===== src/rtl/can_mbx_pkg.sv =====
package can_mbx_pkg;
  typedef enum logic [1:0] {
    MODE_OFF  = 2'd0,
    MODE_KEEP = 2'd1,
    MODE_OVWR = 2'd2,
    MODE_RSVD = 2'd3
  } mbx_mode_e;

  localparam int ADDR_W = 3;
  localparam int REG_W  = 32;
  localparam int DLC_W  = 4;

  localparam logic [ADDR_W-1:0] A_CFG    = 3'd0;
  localparam logic [ADDR_W-1:0] A_ID     = 3'd1;
  localparam logic [ADDR_W-1:0] A_MASK   = 3'd2;
  localparam logic [ADDR_W-1:0] A_STATUS = 3'd3;
  localparam logic [ADDR_W-1:0] A_DLO    = 3'd4;
  localparam logic [ADDR_W-1:0] A_DHI    = 3'd5;
  localparam logic [ADDR_W-1:0] A_RXID   = 3'd6;
  localparam logic [ADDR_W-1:0] A_CMD    = 3'd7;
endpackage


===== src/rtl/can_mbx_filter.sv =====
module can_mbx_filter #(
  parameter int ID_W = 29
) (
  input  logic            clk,
  input  logic            rst_n,
  input  logic            load,
  input  logic [ID_W-1:0] new_id,
  input  logic [ID_W-1:0] new_mask,
  input  logic [ID_W-1:0] frm_id,
  output logic            hit
);
  logic [ID_W-1:0] act_id;
  logic [ID_W-1:0] act_mask;

  always_ff @(posedge clk or negedge rst_n) begin
    if (!rst_n) begin
      act_id   <= '0;
      act_mask <= '0;
    end else if (load) begin
      act_id   <= new_id;
      act_mask <= new_mask;
    end
  end

  assign hit = (((frm_id ^ act_id) & act_mask) == '0);
endmodule


===== src/rtl/can_mbx_store.sv =====
module can_mbx_store #(
  parameter int ID_W   = 29,
  parameter int WORD_W = 32,
  parameter int DLC_W  = 4,
  parameter int NWORDS = 2
) (
  input  logic                     clk,
  input  logic                     rst_n,
  input  logic                     en,
  input  logic [ID_W-1:0]          in_id,
  input  logic [DLC_W-1:0]         in_dlc,
  input  logic [NWORDS*WORD_W-1:0] in_data,
  output logic [ID_W-1:0]          st_id,
  output logic [DLC_W-1:0]         st_dlc,
  output logic [NWORDS*WORD_W-1:0] st_data
);
  always_ff @(posedge clk or negedge rst_n) begin
    if (!rst_n) begin
      st_id  <= '0;
      st_dlc <= '0;
    end else if (en) begin
      st_id  <= in_id;
      st_dlc <= in_dlc;
    end
  end

  for (genvar w = 0; w < NWORDS; w++) begin : g_word
    always_ff @(posedge clk or negedge rst_n) begin
      if (!rst_n) st_data[w*WORD_W +: WORD_W] <= '0;
      else if (en) st_data[w*WORD_W +: WORD_W] <= in_data[w*WORD_W +: WORD_W];
    end
  end
endmodule


===== src/rtl/can_mbx_flags.sv =====
module can_mbx_flags
  import can_mbx_pkg::*;
(
  input  logic      clk,
  input  logic      rst_n,
  input  mbx_mode_e mode,
  input  logic      arm,
  input  logic      frm_take,
  input  logic      hit,
  input  logic      xfer,
  input  logic      stat_rd,
  output logic      acc,
  output logic      store_en,
  output logic      rdy,
  output logic      lost
);
  logic enabled;
  logic eff_rdy;
  logic loss;

  assign enabled  = (mode == MODE_KEEP) || (mode == MODE_OVWR);
  assign eff_rdy  = rdy & ~xfer;
  assign acc      = frm_take & hit & enabled & ~arm;
  assign loss     = acc & eff_rdy;
  assign store_en = acc & (~eff_rdy | (mode == MODE_OVWR));

  always_ff @(posedge clk or negedge rst_n) begin
    if (!rst_n) begin
      rdy  <= 1'b0;
      lost <= 1'b0;
    end else if (arm || !enabled) begin
      rdy  <= 1'b0;
      lost <= 1'b0;
    end else begin
      rdy  <= eff_rdy | acc;
      lost <= loss | (lost & ~stat_rd);
    end
  end
endmodule


===== src/rtl/can_rx_mailbox.sv =====
module can_rx_mailbox
  import can_mbx_pkg::*;
#(
  parameter int ID_W   = 29,
  parameter int WORD_W = 32
) (
  input  logic              clk,
  input  logic              rst_n,
  input  logic              frm_valid,
  output logic              frm_ready,
  input  logic [ID_W-1:0]   frm_id,
  input  logic [DLC_W-1:0]  frm_dlc,
  input  logic [WORD_W-1:0] frm_data_lo,
  input  logic [WORD_W-1:0] frm_data_hi,
  input  logic              reg_wr,
  input  logic              reg_rd,
  input  logic [ADDR_W-1:0] reg_addr,
  input  logic [REG_W-1:0]  reg_wdata,
  output logic [REG_W-1:0]  reg_rdata,
  input  logic              irq_en,
  output logic              irq,
  output logic              mbx_ready,
  output logic              mbx_lost
);
  localparam int NWORDS = 2;
  localparam int DATA_W = NWORDS * WORD_W;

  mbx_mode_e          cfg_mode;
  logic [ID_W-1:0]    sh_id;
  logic [ID_W-1:0]    sh_mask;
  logic               arm, xfer_cmd, stat_rd, frm_take;
  logic               filt_hit, acc_hit, store_en;
  logic [ID_W-1:0]    st_id;
  logic [DLC_W-1:0]   st_dlc;
  logic [DATA_W-1:0]  st_data;
  logic [WORD_W-1:0]  st_lo, st_hi;

  assign arm      = reg_wr && (reg_addr == A_CFG);
  assign xfer_cmd = reg_wr && (reg_addr == A_CMD) && reg_wdata[0];
  assign stat_rd  = reg_rd && (reg_addr == A_STATUS);
  assign frm_take = frm_valid && frm_ready;

  always_ff @(posedge clk or negedge rst_n) begin
    if (!rst_n) frm_ready <= 1'b0;
    else        frm_ready <= 1'b1;
  end

  always_ff @(posedge clk or negedge rst_n) begin
    if (!rst_n) begin
      cfg_mode <= MODE_OFF;
      sh_id    <= '0;
      sh_mask  <= '0;
    end else if (reg_wr) begin
      case (reg_addr)
        A_CFG:   cfg_mode <= mbx_mode_e'(reg_wdata[1:0]);
        A_ID:    sh_id    <= reg_wdata[ID_W-1:0];
        A_MASK:  sh_mask  <= reg_wdata[ID_W-1:0];
        default: ;
      endcase
    end
  end

  can_mbx_filter #(.ID_W(ID_W)) u_filt (
    .clk      (clk),
    .rst_n    (rst_n),
    .load     (arm),
    .new_id   (sh_id),
    .new_mask (sh_mask),
    .frm_id   (frm_id),
    .hit      (filt_hit)
  );

  can_mbx_flags u_flags (
    .clk      (clk),
    .rst_n    (rst_n),
    .mode     (cfg_mode),
    .arm      (arm),
    .frm_take (frm_take),
    .hit      (filt_hit),
    .xfer     (xfer_cmd),
    .stat_rd  (stat_rd),
    .acc      (acc_hit),
    .store_en (store_en),
    .rdy      (mbx_ready),
    .lost     (mbx_lost)
  );

  can_mbx_store #(.ID_W(ID_W), .WORD_W(WORD_W), .DLC_W(DLC_W), .NWORDS(NWORDS)) u_store (
    .clk     (clk),
    .rst_n   (rst_n),
    .en      (store_en),
    .in_id   (frm_id),
    .in_dlc  (frm_dlc),
    .in_data ({frm_data_hi, frm_data_lo}),
    .st_id   (st_id),
    .st_dlc  (st_dlc),
    .st_data (st_data)
  );

  assign st_lo = st_data[WORD_W-1:0];
  assign st_hi = st_data[DATA_W-1:WORD_W];
  assign irq   = mbx_ready & irq_en;

  always_comb begin
    reg_rdata = '0;
    case (reg_addr)
      A_CFG:    reg_rdata[1:0] = cfg_mode;
      A_ID:     reg_rdata[ID_W-1:0] = sh_id;
      A_MASK:   reg_rdata[ID_W-1:0] = sh_mask;
      A_STATUS: begin
        reg_rdata[0]    = mbx_ready;
        reg_rdata[1]    = mbx_lost;
        reg_rdata[11:8] = st_dlc;
      end
      A_DLO:    reg_rdata[WORD_W-1:0] = st_lo;
      A_DHI:    reg_rdata[WORD_W-1:0] = st_hi;
      A_RXID:   reg_rdata[ID_W-1:0] = st_id;
      default:  reg_rdata = '0;
    endcase
  end
endmodule


===== config.mk =====
export PLATFORM = sky130hd
export DESIGN_NAME = can_rx_mailbox
export DESIGN_NICKNAME = d
export VERILOG_FILES = /design/src/rtl/can_mbx_pkg.sv /design/src/rtl/can_mbx_filter.sv /design/src/rtl/can_mbx_store.sv /design/src/rtl/can_mbx_flags.sv /design/src/rtl/can_rx_mailbox.sv
export SDC_FILE = /design/constraint.sdc
export NUM_CORES = 1
export LEC_CHECK = 0
export ABC_AREA = 1
export BUFFER_PORTS_ARGS = -buffer_cell sky130_fd_sc_hd__buf_2
export CORE_MARGIN = 2
export CORE_UTILIZATION = 50
export DETAILED_ROUTE_END_ITERATION = 7
export GPL_TIMING_DRIVEN = 0
export PLACE_DENSITY = 0.75
export RECOVER_POWER = 100
export SLEW_MARGIN = 20
export SYNTH_ARGS = -nofsm -noshare
export SYNTH_HDL_FRONTEND = slang
export SYNTH_SLANG_ARGS = --single-unit

===== constraint.sdc =====
create_clock -name clk -period 2.9 [get_ports clk]
set_input_delay 0.145 -clock clk [delete_from_list [all_inputs] [get_ports clk]]
set_output_delay 0.145 -clock clk [all_outputs]
set_load 0.005 [all_outputs]

# Word level (Yosys, flattened, before mapping)
# Index checks and enable logic that the tools add are counted.
word_totals:
  register_bits: 218
  latch_bits: 0
  ramBits: 0
  rom_bits: 0
  input_bits: 138
  out_inout_bits: 36
  word_cells: 58
  memories: 0
classes:
  addsub: 0
  n_mul: 0
  div_mod_pow: 0
  magnitude_cmp: 0
  n_eq_ne: 9
  shift: 0
  mux: 7
  bitwise_logic: 17
  reduce_logical: 13
op_table:
  columns: ["cell", "count"]
  rows:
  - ["case mux 17 bit (5 select lines)", 1]
  - ["case mux 6 bit (5 select lines)", 1]
  - ["bitwise AND 29 bit", 1]
  - ["logical NOT 29 bit", 1]
  - ["bitwise XOR 29 bit", 1]
  - ["case mux 4 bit (6 select lines)", 1]
  - ["case mux 2 bit (7 select lines)", 1]
  - ["== test 3 bit (second input constant)", 4]
  - ["bitwise AND 1 bit", 8]
  - ["== test 3 x 2 -> 1 bit (second input constant)", 2]
  - ["case mux 3 bit (2 select lines)", 1]
  - ["AND reduction 2 bit", 3]
  - ["logical AND 1 bit", 5]
  - ["inverter 1 bit", 4]
  - ["== test 3 x 1 -> 1 bit (second input constant)", 1]
  - ["logical NOT 3 bit", 1]
  - ["OR 1 bit", 3]
  - ["== test 2 x 1 -> 1 bit (second input constant)", 1]
  - ["== test 2 bit (second input constant)", 1]
  - ["logical OR 1 bit", 2]
  - ["2-to-1 mux 1 bit", 2]
  - ["logical NOT 1 bit", 1]

# Depth between registers and ports, before layout
# Gate-level depths: netlist of run 1.
depth:
  ltp_word: 9
  mapped_depth: 12
  mapped_depth_nobuf: 10

# Cells and area by module
# A second synthesis of run 1 with hierarchy kept.
unflattened:
  hier_cells: 1353
  hier_area_um2: 10675.2
by_module_without_submodules:
  columns: ["mod", "n_inst", "cells_per_inst", "area_per_inst_um2", "seq_area_each_um2"]
  rows:
  - ["can_rx_mailbox", 1, 626, 4105.2, 1526.5]
  - ["can_mbx_store", 1, 410, 3668.5, 2427.3]
  - ["can_mbx_filter", 1, 297, 2765.2, 1451.4]
  - ["can_mbx_flags", 1, 20, 136.4, 50.0]

# Worst setup path before layout of run 1
# No wires, ideal clock.
synth_path:
  kind: "flip-flop to flip-flop"
  start: "register cfg_mode[0]"
  end: "register u_store.st_data[10]"
  setup_time_ns: 0.118
  arrival_ns: 1.642
  required_ns: 2.782
  path_slack_ns: 1.140
  path_stages_with_launch: 13
  path_buffers: 2
  cell_sequence: "dfrtp_1 > inv_1 > ha_1 > inv_1 > nand2_1 > nor2_1 > nand2_1 > nor2_4 > nand3_2 > buf_6 > buf_6 > nand2_1 > nand2_1"
synth_via:
  elab_chain_cells: 5
  word_cells_on_any_way: 7
  cone_classes: "eq/ne (2); bitwise (4); reduce/logical (1)"
synth_rtl:
  columns: ["item", "line_no", "text"]
  rows:
  - ["start: declaration", "can_rx_mailbox.sv:28", "mbx_mode_e cfg_mode;"]
  - ["start signal: assignment", "can_rx_mailbox.sv:55", "A_CFG: cfg_mode <= mbx_mode_e'(reg_wdata[1:0]);"]
  - ["== test 2 x 1 -> 1 bit / == test 2 bit (equally long branches)", "can_mbx_flags.sv:21, can_mbx_flags.sv:25", null]
  - ["logical OR 1 bit", "can_mbx_flags.sv:21", "assign enabled = (mode == MODE_KEEP) || (mode == MODE_OVWR);"]
  - ["bitwise AND 1 bit (2 in a row)", "can_mbx_flags.sv:23", "assign acc = frm_take & hit & enabled & ~arm;"]
  - ["bitwise AND 1 bit *", "can_mbx_flags.sv:25", "assign store_en = acc & (~eff_rdy | (mode == MODE_OVWR));"]
  - ["end signal: indexed assignment", "can_mbx_store.sv:30", "else if (en) st_data[w*WORD_W +: WORD_W] <= in_data[w*WORD_W +: WORD_W];"]
  - ["end: declaration", "can_mbx_store.sv:15", "output logic [NWORDS*WORD_W-1:0] st_data"]
# Every way passes the cells marked *; elsewhere a longest branch is shown, timed or not.
# A chain may end at the register's enable or synchronous reset.

# Worst setup path after layout of run 1
layout_path:
  start: "register u_filt.act_id[5]"
  end: "register u_store.st_data[9]"
layout_via:
  elab_chain_cells: 7
layout_rtl:
  columns: ["item", "line_no", "text"]
  rows:
  - ["start: declaration", "can_mbx_filter.sv:12", "logic [ID_W-1:0] act_id;"]
  - ["start signal: assignment", "can_mbx_filter.sv:20", "act_id <= new_id;"]
  - ["bitwise XOR 29 bit", "can_mbx_filter.sv:25", "assign hit = (((frm_id ^ act_id) & act_mask) == '0);"]
  - ["bitwise AND 29 bit", "can_mbx_filter.sv:25", null]
  - ["logical NOT 29 bit", "can_mbx_filter.sv:25", null]
  - ["bitwise AND 1 bit (3 in a row)", "can_mbx_flags.sv:23", null]
  - ["bitwise AND 1 bit", "can_mbx_flags.sv:25", null]
# Every way passes these cells.

==> impl_metrics.tcl, run 1 <==
set metrics [dict create \
    io_pins 174 \
    synthArstFlopShare_pct 100.0 \
    io_buffers 170 \
    ys_top_cells_by_count "nand2_1, dfrtp_1, inv_1, o21ai_0, nand4_1" \
    area_growth_pct 31.43 \
    maxSlewViolCount 32 \
    vdd_drop_max_mv 0.2981 \
    endpoint_kind "register" \
    p_int_mw 6.563 \
    setup_viol 0 \
    fin_skew_ns 0.01636 \
    yosysTopAreaCellShare_pct 53.57 \
    cp_max_fo 10 \
    drtIter0Drc 1066 \
    cts.sinks 218 \
    ant_nets 0 \
    finalCritPeriodShare_pct 96.94 \
    p_per_area_mw_per_mm2 729.0 \
    coreArea_mm2 0.02010 \
    vias 10560 \
    grt_overflow_total 0 \
    synth_cell_types 27 \
    finalPower_mw 9.757 \
    synth_seq_cells 218 \
    share_seq_of_total_power_pct 46.7 \
    synthCells 1264 \
    cts_made_buffers 23 \
    cp.required_ns 3.30 \
    cts_tree "done" \
    cts-resized-gates 0 \
    clock_path_buffers 3 \
    grt_pass1_wl_um 56020 \
    post-route-min-period_ns 2.811 \
    wl_per_cell_um 19.50 \
    synth_nets 1403 \
    clkTransAtPathRegs_ns 0.06 \
    htreeDepth 1 \
    clk-insertion-delay-late_ns 0.52 \
    cts_root_buffer "clkbuf_16" \
    postSynthAreaPerCell_um2 8.057 \
    hold_slack_ns 0.1009 \
    synth_area_leaders "dfrtp_1, nand2_1, o21ai_0" \
    violations "max-capacitance violations, max-slew violations" \
    ys_seq_area_share_pct 53.57 \
    firstDrtPassIters 5 \
    grt_pass1_vias 10380 \
    drc_errors 0 \
    max_freq_mhz 355.7 \
    start_kind "register" \
    routabilityCongestion 0.9603 \
    cap_violations 1 \
    pwr-share-comb_pct 23.0 \
    synthMostInstantiatedCell "nand2_1" \
    worstPathArrival_ns 3.21 \
    min_path_type "primary input to register" \
    post-cts-setup-buffer-count 0 \
    drt-vias-per-instance 5.637 \
    worst_pin_slew_ns 1.760 \
    setup_slack_ns 0.08871 \
    utilization_pct 66.57 \
    pre_cts_ws_ns 0.3326 \
    critical_path_class "register to register" \
    holdBufCountCts 128 \
    switchingPower_mw 3.194 \
    ys.flop_type "dfrtp_1" \
    synth_edf_count 0 \
    rsz0062_at_grt "false" \
    nNetsFinal 1728 \
    grt_max_degree 96 \
    rows 52 \
    clkPwrFrac_pct 30.4 \
    syn_area_mm2 0.01018 \
    antenna_found_initial 0 \
    finalHoldViolCount 0 \
    yosysTopAreaCell "dfrtp_1" \
    layout-drive-gt1-share_pct 13.47 \
    initial_core_util_pct 50.65 \
    antenna_cells 0 \
    die_w_um 146.7 \
    grt_use_total_pct 33.87 \
    die_area_mm2 0.02153 \
    totalWireLength_um 36550 \
    die_y_um 146.7 \
    dp_hpwl_um 23840 \
    p_sw_share_pct 32.73 \
    status "finished, violations left" \
    power.leakage_nw 7.081 \
    yosysWarnings 0 \
    maxSlewHeadroom_pct -17.33 \
]
## kinds of logic (layout without fill, tap and decap cells)
kind of cell | count (synthesis) | count (layout) | synth area share, %
buf+inv | 212 | 552 | 8.478
mux | 4 | 4 | 0.4423
other cells | 1 | 1 | 0.03682
flops | 218 | 218 | 53.57
fa+ha+maj | 1 | 1 | 0.1228
simple gates | 637 | 637 | 26.66
compound gates | 191 | 191 | 10.69
## power groups by stage
stage                     Clock, mW  Sequential [mW]  Combinational, mW
after global placement            0             4.53               1.98
after detailed placement          0             4.55               2.07
after global routing           3.09             4.63               2.52
after CTS                      2.98             4.52               2.21
after floorplan                   0             4.34               1.38
final                          2.96             4.56               2.24
## stage by stage
step	area [um^2]	std cells	TNS (ns)
4_1_cts	13470	1874	0
3_5_place_dp	11440	1706	0
6_report	13380	1874	0
2_1_floorplan	10180	1264	0
3_3_place_gp	11370	1704	-440.75
5_1_grt	13380	1874	0
## worst max-delay path, cell delays in order (launching register included)
cell	delay (ns)
dfrtp_1	0.39
or2_0	0.23
nand3_1	0.15
nand2_1	0.08
nor2_1	0.09
nand2_1	0.06
nor2_2	0.62
nand3_2	0.47
buf_6	0.31
buf_6	0.15
nand2_1	0.08
nand2_1	0.07
## per-layer routing
layer  vias to the layer above  share of wire (%)  track usage, %
li1                       4790                  -               -
met1                      4920                 37           43.31
met2                       693                 46           54.25
met3                       160                 11           8.354
met4                         0                5.3           16.70
met5                         -                  0               0
## cell type report
cell class                      instances  area [um^2]
Timing Repair Buffer                  300         2125
Tap cell                              270        337.8
Multi-Input combinational cell        834         3860
Sequential cell                       218         5455
Clock inverter                          5        53.80
Buffer                                 76        341.6
Inverter                              136        510.5
Fill cell                            1701         6720
Clock buffer                           35        700.7
## state kept, by name, indices dropped and copies added (netlist names)
register	cells
cfg_mode	2
frm_ready	1
sh_id	29
sh_mask	29
u_filt.act_id	29
u_filt.act_mask	29
u_flags.lost	1
u_flags.rdy	1
u_store.st_data	64
u_store.st_dlc	4
u_store.st_id	29
## cell usage in the layout (no fill, tap or decap), types with 2 or more instances in the layout
master         Yosys  final
inv_1            134    134
dlygate4sd3_1      0    128
clkbuf_8           0      8
a22o_1             4      4
clkbuf_16          0     23
dfrtp_1          218    218
nand3_1           35     36
o22ai_1            3      3
a21oi_1           18     18
clkbuf_1          42     80
clkinv_2           0      3
buf_6              4      6
nand2_1          457    457
o21ai_0          133    133
nor2_1            37     37
mux2_2             4      4
a31oi_1            2      2
a22oi_1            4      4
nand4_1           99     99
buf_2             27    163
or2_0              3      3
inv_2              2      2
a221oi_1          27     27
nor3_1             2      2
## worst paths after layout
| path | start | to | slack [ns] | depth (start not counted) |
|---|---|---|---|---|
| min | reg_wr | u_flags.lost | 0.10 | 4 |
| min in group asynchronous | rst_n | u_store.st_data[46] | 0.64 | 2 |
| min reg2reg | sh_mask[23] | sh_mask[23] | 0.49 | 2 |
| max in group asynchronous | rst_n | u_store.st_id[26] | 0.62 | 3 |
| max | u_filt.act_id[5] | u_store.st_data[9] | 0.09 | 11 |
| max reg2reg | u_filt.act_id[5] | u_store.st_data[9] | 0.09 | 11 |
No activity file was read; power rests on OpenSTA's default activity.
==> run 2: changes to the inputs <==
--- a/config.mk
+++ b/config.mk
@@ -10,9 +10,7 @@
 export CORE_MARGIN = 2
 export CORE_UTILIZATION = 50
 export DETAILED_ROUTE_END_ITERATION = 7
-export GPL_TIMING_DRIVEN = 0
 export PLACE_DENSITY = 0.75
-export RECOVER_POWER = 100
 export SLEW_MARGIN = 20
 export SYNTH_ARGS = -nofsm -noshare
 export SYNTH_HDL_FRONTEND = slang
==> run 2 against run 1 <==
Compared with the run above:
- the flow now finishes without violations
- highest routed layer unchanged
- register-to-register slack better by 0.60 ns
- flip-flop and latch count unchanged
- sequential power down 2%
- non-clock buffer count down 60
- worst setup slack better by 0.60 ns
- first-iteration DRC count down 22%
- cell count down 2.8%
- sequential share of layout area about the same
- critical path depth down 1
- clock skew down 0.0020 ns
- cell area about the same
==> impl_metrics.tcl, run 2 (synthesized netlist as in run 1, its figures left out) <==
set metrics [dict create \
    worstPathArrival_ns 2.66 \
    rows 52 \
    pre_cts_ws_ns 0.6941 \
    io_buffers 170 \
    finalCritPeriodShare_pct 76.28 \
    clkPwrFrac_pct 31.6 \
    firstDrtPassIters 5 \
    status "finished clean" \
    drc_errors 0 \
    cts-resized-gates 0 \
    cp_max_fo 97 \
    setup_viol 0 \
    regMostFlops "u_store.st_data" \
    antenna_found_initial 4 \
    rsz0062_at_grt "false" \
    min_path_type "primary input to register" \
    cts.sinks 218 \
    fin_tns_setup_ns 0 \
    final_common_cell "nand2_1" \
    finalHoldViolCount 0 \
    drtIter0Drc 835 \
    die_w_um 146.7 \
    endpoint_kind "register" \
    fill_cells 1620 \
    drt-vias-per-instance 5.486 \
    largest_reg_flops 64 \
    power.leakage_nw 7.136 \
    slowest_delay_ns 0.37 \
    nNetsFinal 1669 \
    final_cell_mix "nand2_1, dfrtp_1, buf_2, inv_1, o21ai_0" \
    crit_slowest_cell "buf_12" \
    clock_path_buffers 3 \
    hold_slack_ns 0.1613 \
    routabilityCongestion 0.8622 \
    cts_root_buffer "clkbuf_16" \
    grt_max_degree 117 \
    finalPower_mw 9.793 \
    pwr-share-comb_pct 22.5 \
    clkTransAtPathRegs_ns 0.06 \
    p_per_area_mw_per_mm2 731.9 \
    io_pins 174 \
    worst_pin_slew_ns 0.7597 \
    max_freq_mhz 452.1 \
    grt_pass1_vias 9871 \
    cts_tree "done" \
    post-route-min-period_ns 2.212 \
    grt_pass1_wl_um 51050 \
    p_int_mw 6.686 \
    area_growth_pct 31.39 \
    clk-insertion-delay-late_ns 0.52 \
    switchingPower_mw 3.106 \
    totalWireLength_um 32200 \
    vdd_drop_max_mv 0.4025 \
    vias 9996 \
    maxSlewHeadroom_pct 49.28 \
    grt_overflow_total 0 \
    critical_path_class "register to register" \
    path_buf_inv 3 \
    cts_made_buffers 24 \
    coreArea_mm2 0.02010 \
    layout-drive-gt1-share_pct 15.50 \
    path_delay_family "simple AND/OR/NAND/NOR gates" \
    die_y_um 146.7 \
    ant_nets 0 \
    cap_violations 0 \
    start_kind "register" \
    share_seq_of_total_power_pct 45.9 \
    die_area_mm2 0.02153 \
    htreeDepth 1 \
    cpMostUsedCell "nand2_1" \
    p_sw_share_pct 31.72 \
    setup_slack_ns 0.6879 \
    maxSlewViolCount 0 \
    cp.required_ns 3.35 \
    fin_skew_ns 0.01439 \
    wl_per_cell_um 17.67 \
    critical_path.cell_chain "inv_1 -> ha_1 -> inv_1 -> nand2_1 -> nor2_1 -> nand2_1 -> nor2_4 -> buf_12 -> nand4_1 -> nand2_1" \
    grt_use_total_pct 29.94 \
    dp_hpwl_um 19080 \
    initial_core_util_pct 50.65 \
]
run 2: changes by cell type in the layout (fill, tap and decap cells not counted), sizes merged:
| cell | delta |
|---|---|
| buf | +16 |
| bufinv | +1 |
| clkbuf | -76 |
| clkinv | +3 |
| clkinvlp | +1 |
| diode | +4 |
| inv | -1 |
run 2: per-stage QoR:
step           util (%)  std cells  cell area, um^2
3_5_place_dp      56.15       1646            11290
5_1_grt           66.55       1822            13380
2_1_floorplan         -       1264            10180
6_report          66.55       1822            13380
4_1_cts           66.50       1818            13370
3_3_place_gp      56.15       1646            11290
run 2: final cells by class:
class / count / area [um^2] / area share (%)
Sequential cell: 218 / 5455 / 40.77
Multi-Input combinational cell: 834 / 3902 / 29.17
Antenna cell: 4 / 10.01 / 0.07481
Timing Repair Buffer: 316 / 2364 / 17.66
Clock buffer: 35 / 703.2 / 5.255
Tap cell: 270 / 337.8 / 2.525
Inverter: 136 / 510.5 / 3.815
Clock inverter: 9 / 97.59 / 0.7294
run 2: what timing repair did:
item / CTS / global route
setup buffers: 0 / 0
hold buffers: 128 / 0
hold endpoints to repair: 224 / 0
run 2: tightest hold or removal path, cell delays in order:
cell and delay, ns:
buf_2 0.17, nand3_4 0.10, nand2_1 0.15, a21oi_1 0.06
run 2: metal layers:
metal / share of wire (%) / track usage [%] / wire (um)
met2: 47 / 49.15 / 15260
met5: 0 / 0 / 0
met1: 41 / 39.72 / 13120
met3: 6.9 / 3.851 / 2233
met4: 4.9 / 14.47 / 1583
run 2: final timing paths:
| path | startpoint | endpoint | slack, ns | depth (start not counted) |
|---|---|---|---|---|
| hold reg to reg | u_store.st_data[37] | u_store.st_data[37] | 0.48 | 2 |
| hold / removal | reg_wr | u_flags.lost | 0.16 | 4 |
| setup reg to reg | cfg_mode[0] | u_store.st_id[5] | 0.69 | 10 |
| setup / recovery | cfg_mode[0] | u_store.st_id[5] | 0.69 | 10 |
| min in group asynchronous | rst_n | sh_id[13] | 0.22 | 2 |
| max in group asynchronous | rst_n | u_store.st_data[58] | 1.79 | 3 |
run 2: power by group through the flow:
stage / registers [mW] / clock network [mW] / logic (mW)
detailed placement: 4.49 / 0 / 2.04
CTS: 4.46 / 3.12 / 2.18
floorplan: 4.34 / 0 / 1.38
global route: 4.58 / 3.25 / 2.51
finish: 4.49 / 3.10 / 2.20
global placement: 4.47 / 0 / 1.97
==> run 3: changes to the inputs <==
--- a/config.mk
+++ b/config.mk
@@ -10,7 +10,7 @@
 export CORE_MARGIN = 2
 export CORE_UTILIZATION = 50
 export DETAILED_ROUTE_END_ITERATION = 7
-export PLACE_DENSITY = 0.75
+export PLACE_DENSITY = 0.78
 export SLEW_MARGIN = 20
 export SYNTH_ARGS = -nofsm -noshare
 export SYNTH_HDL_FRONTEND = slang
==> constraint.sdc (replaced) <==
create_clock -name clk -period 1.87 [get_ports clk]
set_input_delay 0.0935 -clock clk [delete_from_list [all_inputs] [get_ports clk]]
set_output_delay 0.0935 -clock clk [all_outputs]
set_load 0.005 [all_outputs]
==> run 3 against run 2 <==
Compared with the run above:
- count of clock-buffer cells in the layout down 1
- clock skew decreased by 0.0045 ns
- the flow now finishes with violations (negative setup slack)
- register-to-register slack got worse by 0.82 ns
- worst hold slack worse by 0.013 ns
- critical path depth grew 2
- largest power group unchanged
- sequential power up 60%
- combinational power up 90%
- cell area is 6.3% higher
- maximum frequency increased by 10%
==> impl_metrics.tcl, run 3 (synthesized netlist as in run 1, its figures left out) <==
set metrics [dict create \
    fin_skew_ns 0.009872 \
    clock_path_buffers 3 \
    met1_usage_pct 39.73 \
    nNetsFinal 1708 \
    cts_tree "done" \
    cp.required_ns 2.27 \
    die_y_um 146.7 \
    io_buffers 170 \
    power.leakage_nw 7.471 \
    drtIter0Drc 1449 \
    die_w_um 146.7 \
    min_path_type "primary input to register" \
    p_per_area_mw_per_mm2 1116 \
    htreeDepth 1 \
    clk-insertion-delay-late_ns 0.51 \
    grt_use_total_pct 30.81 \
    final_cell_mix "nand2_1, dfrtp_1, buf_2, inv_1, o21ai_0" \
    antenna_cells 0 \
    violations "negative setup slack" \
    place_area_mm2 0.01149 \
    ant_nets 0 \
    regMostFlops "u_store.st_data" \
    met2_usage_pct 49.98 \
    worstPathArrival_ns 2.40 \
    drt-vias-per-instance 5.900 \
    cts_made_buffers 23 \
    endpoint_kind "register" \
    antenna_found_initial 0 \
    final_common_cell "nand2_1" \
    coreArea_mm2 0.02010 \
    utilization_pct 70.77 \
    layout-drive-gt1-share_pct 22.31 \
    dp_cells 1663 \
    slowest_delay_ns 0.39 \
    grt_overflow_total 0 \
    maxSlewHeadroom_pct 61.69 \
    register_area_mm2 0.005455 \
    worst_pin_slew_ns 0.5747 \
    vias 10930 \
    rows 52 \
    setup_slack_ns -0.1364 \
    cp_max_fo 8 \
    setup_viol 97 \
    rr_worst_depth 12 \
    critical_path_class "register to register" \
    rsz0062_at_grt "true" \
    fill_cells 1395 \
    holdPathStages 5 \
    start_kind "register" \
    vdd_drop_max_mv 0.7779 \
    stdcell_count 1852 \
    largest_reg_flops 64 \
    finalCritPeriodShare_pct 107.3 \
    crit_slowest_cell "dfrtp_1" \
    routabilityCongestion 0.9157 \
    critical_path.cell_chain "inv_1 -> nand2_1 -> nand3_1 -> nand2_2 -> nor2_2 -> nand2_2 -> nor2_4 -> nand3_4 -> buf_12 -> clkbuf_16 -> nand2_1 -> nand2_2" \
    top_usage_layer "met2" \
    dp_hpwl_um 20480 \
    clkTransAtPathRegs_ns 0.07 \
    cts.sinks 218 \
    totalWireLength_um 37900 \
    finalPower_mw 15.87 \
    status "finished, violations left" \
    drc_errors 0 \
    post-route-min-period_ns 2.006 \
    grt_use_met3_pct 5.124 \
    firstDrtPassIters 8 \
    grt_pass1_wl_um 52770 \
    final_area_mm2 0.01423 \
    grt_pass1_vias 10200 \
    io_pins 174 \
    initial_core_util_pct 50.65 \
    die_area_mm2 0.02153 \
    cap_violations 0 \
    area_growth_pct 39.71 \
    hold_slack_ns 0.1481 \
    max_freq_mhz 498.4 \
    finalHoldViolCount 0 \
    maxSlewViolCount 0 \
    cpMostUsedCell "nand2_2" \
    cts_root_buffer "clkbuf_16" \
    wl_per_cell_um 20.46 \
    grt_max_degree 117 \
    multi_input_area_mm2 0.004192 \
]
-- run 3: cell types whose count changed in the layout (fill, tap and decap cells not counted), moves of 8 or more --
cell,change
buf_12,+8
buf_4,+14
clkbuf_16,+8
nand2_1,-64
nand2_2,+48
nand2_4,+16
-- run 3: through the flow --
stage / worst slack [ns] / TNS [ns]
floorplan: 0.1098 / 0
global placement: 0.03626 / 0
detailed placement: -0.02981 / -0.5757
CTS: 0.02288 / 0
global route: -0.1944 / -15.64
finish: -0.1364 / -9.474
-- run 3: report_power, final --
part,switching [mW],internal [mW]
logic,2.38,1.80
registers,1.07,6.10
clock network,1.92,2.59
-- run 3: worst max-delay path: cells and delay by family (launching register included) --
kind,cells,cell delay (ns)
DFF,1,0.39
buffers and inverters,3,0.44
and+or+nand+nor,9,1.04
-- run 3: what timing repair did --
item,4_1_cts,5_1_grt
hold buffers,128,0
gates cloned,0,15
endpoints found under the setup margin,60,101
gates resized for setup,0,106
setup buffers,1,7
pin swaps,1,24
hold endpoints to repair,216,0
-- run 3: path summary, 6_finish.rpt --
check	from	endpoint	slack, ns
worst max-delay path	u_filt.act_id[17]	u_store.st_data[34]	-0.14
worst min-delay path	reg_wr	u_flags.lost	0.15
worst max register to register	u_filt.act_id[17]	u_store.st_data[34]	-0.14
worst min register to register	u_store.st_data[31]	u_store.st_data[31]	0.48
max in group asynchronous	rst_n	sh_mask[8]	1.01
min in group asynchronous	rst_n	u_store.st_id[13]	0.17
-- run 3: area by class of cell --
type	instances	area share [%]
clock buffers	34	4.969
clock inverters	4	0.1407
inverters	136	3.588
multi-input cells	834	29.46
flip-flops and latches	218	38.34
well taps	270	2.374
repair buffers	356	21.12
-- run 3: metal layers --
layer / wire length (um) / up-vias
met5: 0 / -
met3: 3924 / 252
met1: 13510 / 5086
met4: 2880 / 0
met2: 17580 / 845
li1: - / 4744
